$ cat src/rtl/ppf_pkg.sv
package ppf_pkg;

    localparam int CW     = 4;
    localparam int PAL_N  = 16;
    localparam int IDX_W  = $clog2(PAL_N);
    localparam int MEM_W  = 16;
    localparam int BYTE_W = 8;
    localparam int LANES  = 3;
    localparam int REM_W  = $clog2(MEM_W + 1);
    localparam int DIV_W  = 3;

    typedef enum logic [1:0] {
        DEP_1 = 2'd0,
        DEP_2 = 2'd1,
        DEP_4 = 2'd2,
        DEP_8 = 2'd3
    } depth_e;

    typedef struct packed {
        logic [CW-1:0] r;
        logic [CW-1:0] g;
        logic [CW-1:0] b;
    } rgb_t;

    function automatic logic cfg_legal(depth_e d, logic wide);
        return !(d == DEP_8 && !wide);
    endfunction

    function automatic logic [DIV_W-1:0] div_of(depth_e d, logic wide);
        logic [DIV_W-1:0] v;
        case (d)
            DEP_1, DEP_2: v = wide ? 3'd4 : 3'd2;
            DEP_4:        v = wide ? 3'd2 : 3'd1;
            default:      v = 3'd1;
        endcase
        return v;
    endfunction

    function automatic logic [3:0] bpp_of(depth_e d);
        return 4'd1 << d;
    endfunction

    function automatic logic [IDX_W-1:0] lane_index(int lane, depth_e d,
                                                    logic [1:0] bank,
                                                    logic [BYTE_W-1:0] c);
        logic [IDX_W-1:0] v;
        case (d)
            DEP_1: v = {bank, 1'b0, c[0]};
            DEP_2: v = {bank, c[1:0]};
            DEP_4: v = c[3:0];
            default: begin
                if (lane == 0)      v = {1'b0, c[7:5]};
                else if (lane == 1) v = {1'b0, c[4:2]};
                else                v = {2'b00, c[1:0]};
            end
        endcase
        return v;
    endfunction

endpackage

$ cat src/rtl/ppf_clkdiv.sv
module ppf_clkdiv
    import ppf_pkg::*;
(
    input  logic       clk,
    input  logic       rst,
    input  depth_e     depth,
    input  logic       wide,
    output logic       clk_en
);
    logic [DIV_W-2:0] cnt;
    logic [DIV_W-1:0] div_m1;

    assign div_m1 = div_of(depth, wide) - 3'd1;
    assign clk_en = ({1'b0, cnt} == div_m1);

    always_ff @(posedge clk) begin
        if (rst)
            cnt <= '0;
        else if ({1'b0, cnt} >= div_m1)
            cnt <= '0;
        else
            cnt <= cnt + 1'b1;
    end
endmodule

$ cat src/rtl/ppf_unpack.sv
module ppf_unpack
    import ppf_pkg::*;
(
    input  logic              clk,
    input  logic              rst,
    input  depth_e            depth,
    input  logic              wide,
    input  logic              clk_en,
    input  logic [MEM_W-1:0]  mem_data,
    input  logic              mem_valid,
    output logic              fetch_req,
    output logic              emit,
    output logic [BYTE_W-1:0] code
);
    logic [MEM_W-1:0] sh;
    logic [REM_W-1:0] rem;
    logic             legal;
    logic [REM_W-1:0] per_word;

    assign legal     = cfg_legal(depth, wide);
    assign fetch_req = legal && (rem == '0);
    assign emit      = legal && clk_en && (rem != '0);
    assign per_word  = (wide ? REM_W'(MEM_W) : REM_W'(BYTE_W)) >> depth;

    always_comb begin
        case (depth)
            DEP_1:   code = {7'b0, sh[MEM_W-1]};
            DEP_2:   code = {6'b0, sh[MEM_W-1 -: 2]};
            DEP_4:   code = {4'b0, sh[MEM_W-1 -: 4]};
            default: code = sh[MEM_W-1 -: BYTE_W];
        endcase
    end

    always_ff @(posedge clk) begin
        if (rst || !legal) begin
            sh  <= '0;
            rem <= '0;
        end else if (fetch_req && mem_valid) begin
            sh  <= wide ? {mem_data[BYTE_W-1:0], mem_data[MEM_W-1:BYTE_W]}
                        : {mem_data[BYTE_W-1:0], {BYTE_W{1'b0}}};
            rem <= per_word;
        end else if (emit) begin
            sh  <= sh << bpp_of(depth);
            rem <= rem - 1'b1;
        end
    end
endmodule

$ cat src/rtl/ppf_palette.sv
module ppf_palette
    import ppf_pkg::*;
(
    input  logic                  clk,
    input  logic                  rst,
    input  depth_e                depth,
    input  logic                  color_en,
    input  logic [LANES-1:0][1:0] banks,
    input  logic                  pal_we,
    input  logic [1:0]            pal_tbl,
    input  logic [IDX_W-1:0]      pal_idx,
    input  logic [CW-1:0]         pal_val,
    input  logic                  emit,
    input  logic [BYTE_W-1:0]     code,
    output logic                  pix_valid,
    output rgb_t                  pix
);
    logic [LANES-1:0][CW-1:0] lane_val;
    rgb_t                     mapped;

    for (genvar t = 0; t < LANES; t++) begin : g_lane
        logic [CW-1:0]    tbl [PAL_N];
        logic [IDX_W-1:0] idx;

        assign idx         = lane_index(t, depth, banks[t], code);
        assign lane_val[t] = tbl[idx];

        always_ff @(posedge clk) begin
            if (rst) begin
                for (int i = 0; i < PAL_N; i++)
                    tbl[i] <= CW'(i);
            end else if (pal_we && pal_tbl == 2'(t)) begin
                tbl[pal_idx] <= pal_val;
            end
        end
    end

    always_comb begin
        if (color_en || depth == DEP_8)
            mapped = '{r: lane_val[0], g: lane_val[1], b: lane_val[2]};
        else
            mapped = '{r: lane_val[1], g: lane_val[1], b: lane_val[1]};
    end

    always_ff @(posedge clk) begin
        if (rst) begin
            pix_valid <= 1'b0;
            pix       <= '0;
        end else begin
            pix_valid <= emit;
            if (emit)
                pix <= mapped;
        end
    end
endmodule

$ cat src/rtl/pix_palette_fmt.sv
module pix_palette_fmt
    import ppf_pkg::*;
(
    input  logic        clk,
    input  logic        rst,
    input  logic [1:0]  depth_sel,
    input  logic        mem_wide,
    input  logic        color_en,
    input  logic [1:0]  red_bank,
    input  logic [1:0]  grn_bank,
    input  logic [1:0]  blu_bank,
    input  logic        pal_we,
    input  logic [1:0]  pal_tbl,
    input  logic [3:0]  pal_idx,
    input  logic [3:0]  pal_val,
    input  logic [15:0] mem_data,
    input  logic        mem_valid,
    output logic        fetch_req,
    output logic        clk_en,
    output logic        pix_valid,
    output logic [3:0]  pix_r,
    output logic [3:0]  pix_g,
    output logic [3:0]  pix_b
);
    depth_e                  depth;
    logic                    emit;
    logic [BYTE_W-1:0]       code;
    logic [LANES-1:0][1:0]   banks;
    rgb_t                    pix;

    assign depth = depth_e'(depth_sel);
    assign banks = {blu_bank, grn_bank, red_bank};

    ppf_clkdiv u_div (
        .clk    (clk),
        .rst    (rst),
        .depth  (depth),
        .wide   (mem_wide),
        .clk_en (clk_en)
    );

    ppf_unpack u_unp (
        .clk       (clk),
        .rst       (rst),
        .depth     (depth),
        .wide      (mem_wide),
        .clk_en    (clk_en),
        .mem_data  (mem_data),
        .mem_valid (mem_valid),
        .fetch_req (fetch_req),
        .emit      (emit),
        .code      (code)
    );

    ppf_palette u_pal (
        .clk       (clk),
        .rst       (rst),
        .depth     (depth),
        .color_en  (color_en),
        .banks     (banks),
        .pal_we    (pal_we),
        .pal_tbl   (pal_tbl),
        .pal_idx   (pal_idx),
        .pal_val   (pal_val),
        .emit      (emit),
        .code      (code),
        .pix_valid (pix_valid),
        .pix       (pix)
    );

    assign pix_r = pix.r;
    assign pix_g = pix.g;
    assign pix_b = pix.b;
endmodule

$ cat config.mk
export PLATFORM = sky130hd
export DESIGN_NAME = pix_palette_fmt
export DESIGN_NICKNAME = d
export VERILOG_FILES = /design/src/rtl/ppf_pkg.sv /design/src/rtl/ppf_clkdiv.sv /design/src/rtl/ppf_unpack.sv /design/src/rtl/ppf_palette.sv /design/src/rtl/pix_palette_fmt.sv
export SDC_FILE = /design/constraint.sdc
export NUM_CORES = 1
export LEC_CHECK = 0
export BUFFER_PORTS_ARGS = -buffer_cell sky130_fd_sc_hd__clkbuf_2
export CAP_MARGIN = 5
export CORE_MARGIN = 8
export CORE_UTILIZATION = 30
export CTS_CLUSTER_SIZE = 25
export DETAILED_ROUTE_END_ITERATION = 10
export PLACE_DENSITY = 0.48
export SETUP_SLACK_MARGIN = 0.02
export SYNTH_ARGS = -nofsm -noshare
export SYNTH_HDL_FRONTEND = slang
export SYNTH_HIERARCHICAL = 1
export SYNTH_SLANG_ARGS = --single-unit
$ cat constraint.sdc
create_clock -name clk -period 3.1 [get_ports clk]
set_clock_uncertainty 0.05 [all_clocks]
set_input_delay 0.31 -clock clk [delete_from_list [all_inputs] [get_ports clk]]
set_output_delay 0.31 -clock clk [all_outputs]
set_load 0.005 [all_outputs]
==> results.py <==
metrics = {
    "logic_synthesis": {
        "ys_async_sr_fraction_pct": 0,
        "synth_edf_count": 192,
        "yosysWarnings": 6,
        "seq_area_frac_synth_pct": 51.4,
        "synth-seq-cells": 228,
        "ys_types": 80,
        "synthFlopType": "edfxtp_1",
        "synth_area_per_cell_um2": 11.2,
        "mappedNetlistArea_um2": 12600,
        "synth_nets": 1179,
        "synthCells": 1128,
    },
    "power": {
        "p_sw_share_pct": 30.3,
        "p_comb_share_pct": 22.9,
        "p_switching_mw": 2.66,
        "internal-power_mw": 6.11,
        "p_leak_nw": 5.33,
        "power.density_cell_area_nw_per_um2": 600,
        "ir_drop_uv": 382,
        "seqPwrFrac_pct": 42.7,
        "p_clk_share_pct": 34.5,
    },
    "placement": {
        "dpl-instance-area_um2": 13700,
        "placed_cells": 1709,
        "port_buffers": 54,
        "dp_hpwl_um": 28200,
        "place.gp.congestion": 0.876,
    },
    "cts": {
        "cts-root-buf": "clkbuf_16",
        "path_clk_slew_ns": 0.06,
        "cts_buffers": 27,
        "cts_tree": "done",
        "clk_latency_ns": 0.57,
        "cts.sink_count": 228,
        "clockBufferDepth": 3,
        "htreeDepth": 1,
        "ctsResizeCount": 0,
    },
    "global_route": {
        "overflow": 0,
        "grt_max_degree": 68,
        "grt_pass1_vias": 9014,
        "antenna_found_initial": 5,
        "grt_usage_pct": 15.8,
        "grt_pass1_wl_um": 59800,
    },
    "worst_hold_path": {
        "whs_path_depth": 3,
        "min_path_type": "in2reg",
        "holdPathEnd": "u_unp/sh[6]",
        "min_from": "mem_data[14]",
    },
    "sta": {
        "final-setup-viol-count": 0,
        "tns_ns": 0,
        "max_freq_mhz": 365,
        "rsz0062_at_grt": "false",
        "period_minus_slack_ns": 2.74,
        "worstMarginPinSlew_ns": 1.09,
        "finalHoldViolCount": 0,
        "slew_violations": 0,
        "max_slew_margin_pct": 27.6,
        "period_share_pct": 88.4,
    },
    "routing": {
        "wl_per_cell_um": 22.6,
        "wl_um": 39900,
        "drt_first_pass_iters": 5,
        "first_iter_violations": 826,
        "drt-vias-per-instance": 5.31,
        "drc": 0,
        "vias": 9360,
        "drtAntennaViolNets": 0,
    },
    "setup_path": {
        "crit_family": "compound AO/OA/AOI/OAI gates",
        "critical_path_class": "reg2reg",
        "cp_cell_sequence": "a222oi_1, mux2i_2, buf_4, a21boi_4, o21ai_0, a32oi_1, mux2i_1, a211oi_2, nand2_1, a311oi_2",
        "reg2reg_to": "u_pal/pix[0]",
        "rrSetupSlack_ns": 0.36,
        "critPathRequiredTime_ns": 3.53,
        "end_kind": "register",
        "path_buf_inv": 1,
        "critPathMaxStageDelay_ns": 0.41,
        "r2r_cells": 10,
        "cp_slowest_cell": "dfxtp_1",
        "cp.arrival_ns": 3.17,
        "critPathLaunchType": "register",
        "critical_path.max_fanout": 18,
        "r2r_start": "u_unp/sh[12]",
    },
    "cells_and_area": {
        "drive_gt1_share_pct": 22.6,
        "nets": 1255,
        "final_cells": 1764,
        "final_cell_area_um2": 14600,
        "syn_to_final_growth_pct": 15.9,
        "diodes": 0,
        "final_util_pct": 35.0,
    },
    "floorplan": {
        "core_area_um2": 41800,
        "row_count": 75,
        "pin_count": 55,
        "die_x_um": 221,
        "die-height_um": 221,
        "dieArea_um2": 48900,
        "start_util_pct": 30.2,
    },
    "outcome": {
        "status": "finished, final reports clean",
    },
    "run": {
        "cap_violations": 0,
    },
}
## cell usage after synthesis (27+ instances only)
cell type | instances | area, µm²
nand2_1 | 51 | 191
nand3_1 | 31 | 155
nor2_1 | 68 | 255
mux2i_1 | 41 | 410
or3_1 | 98 | 613
o21ai_0 | 50 | 250
or2_2 | 27 | 169
and2_1 | 71 | 444
dfxtp_1 | 36 | 721
edfxtp_1 | 192 | 5770
and3_1 | 50 | 313
clkbuf_1 | 72 | 270
## power by group through the flow
stage	registers (mW)	logic (mW)	clock network, mW
global route	3.77	2.18	3.19
detailed placement	3.81	1.99	0
global placement	3.81	1.99	0
finish	3.74	2.00	3.02
CTS	3.74	2.01	3.10
floorplan	3.71	1.35	0
## worst register-to-register path: stages (launching register included)
cell and delay [ns]:
dfxtp_1 0.41, a222oi_1 0.14, mux2i_2 0.21, buf_4 0.35
a21boi_4 0.33, o21ai_0 0.13, a32oi_1 0.21, mux2i_1 0.13
a211oi_2 0.30, nand2_1 0.16, a311oi_2 0.24
## registers in the layout, summed over array words and instances, names as in the netlist
| name | count |
|---|---|
| u_pal/g_lane.tbl | 192 |
| u_unp/sh | 16 |
| u_pal/pix | 12 |
| u_unp/rem | 5 |
| u_div/cnt | 2 |
| u_pal/pix_valid | 1 |
## what timing repair did
action | 4_1_cts | 5_1_grt
setup endpoints to repair | 0 | 0
hold buffers | 5 | 0
hold endpoints to repair | 5 | 0
buffers inserted | 0 | 0
## per-stage QoR
step           total power, mW  hold slack (ns)  setup WS (ns)
5_1_grt                   9.14           0.0445          0.118
3_5_place_dp              5.80            0.414         -0.105
6_report                  8.77           0.0418          0.359
4_1_cts                   8.85           0.0108          0.344
2_1_floorplan             5.07            0.380         0.0776
3_3_place_gp              5.80            0.399        -0.0197
## layout by cell type (no fill, tap or decap), types with 20 or more instances in the layout
cell	netlist	layout
mux4_2	25	25
mux2i_1	41	40
clkbuf_16	0	27
o21ai_0	50	47
a21o_1	21	21
and3_1	50	50
buf_4	3	84
and2_1	71	71
clkbuf_2	0	54
nor2_1	68	67
dfxtp_1	36	36
nand2_1	51	51
edfxtp_1	192	192
or3_1	98	98
nand3_1	31	31
a211oi_1	20	20
a21oi_1	24	24
or2_2	27	27
## final cells by class
| cell class | count | area (µm²) |
|---|---|---|
| fillers | 4111 | 27100 |
| flip-flops and latches | 228 | 6490 |
| multi-input cells | 787 | 5590 |
| repair buffers | 144 | 971 |
| clock buffers | 33 | 698 |
| well taps | 539 | 674 |
| clock inverters | 17 | 130 |
| inverters | 16 | 60.1 |
## layer usage
layer / track usage (%) / part of all wire [%]
met1: 22.7 / 49
met2: 24.7 / 44
met3: 2.62 / 4.6
met4: 3.49 / 2.0
met5: 0 / 0.090
## worst max path at each step
stage / from / end / cells past startpoint
6_report: u_unp/sh[12] / u_pal/pix[0] / 10
5_1_grt: u_unp/sh[12] / u_pal/pix[0] / 10
4_1_cts: u_unp/sh[12] / u_pal/pix[0] / 10
3_5_place_dp: depth_sel[0] / u_pal/pix[3] / 12
3_3_place_gp: depth_sel[0] / u_pal/pix[3] / 12
2_1_floorplan: depth_sel[0] / u_pal/pix[3] / 14
## kinds of logic (layout without fill, tap and decap cells)
kind of cell | after synthesis | in the layout | share of synthesized area, %
adders and majority gates | 12 | 12 | 1.17
and+or+nand+nor | 478 | 478 | 21.6
muxes | 82 | 82 | 9.24
DFF | 228 | 228 | 51.4
buffers and inverters | 113 | 210 | 4.30
AOI/OAI and AO/OA | 212 | 212 | 12.1
xor gates and xnor gates | 3 | 3 | 0.208
Note: power is estimated with default switching activity, not from simulation.
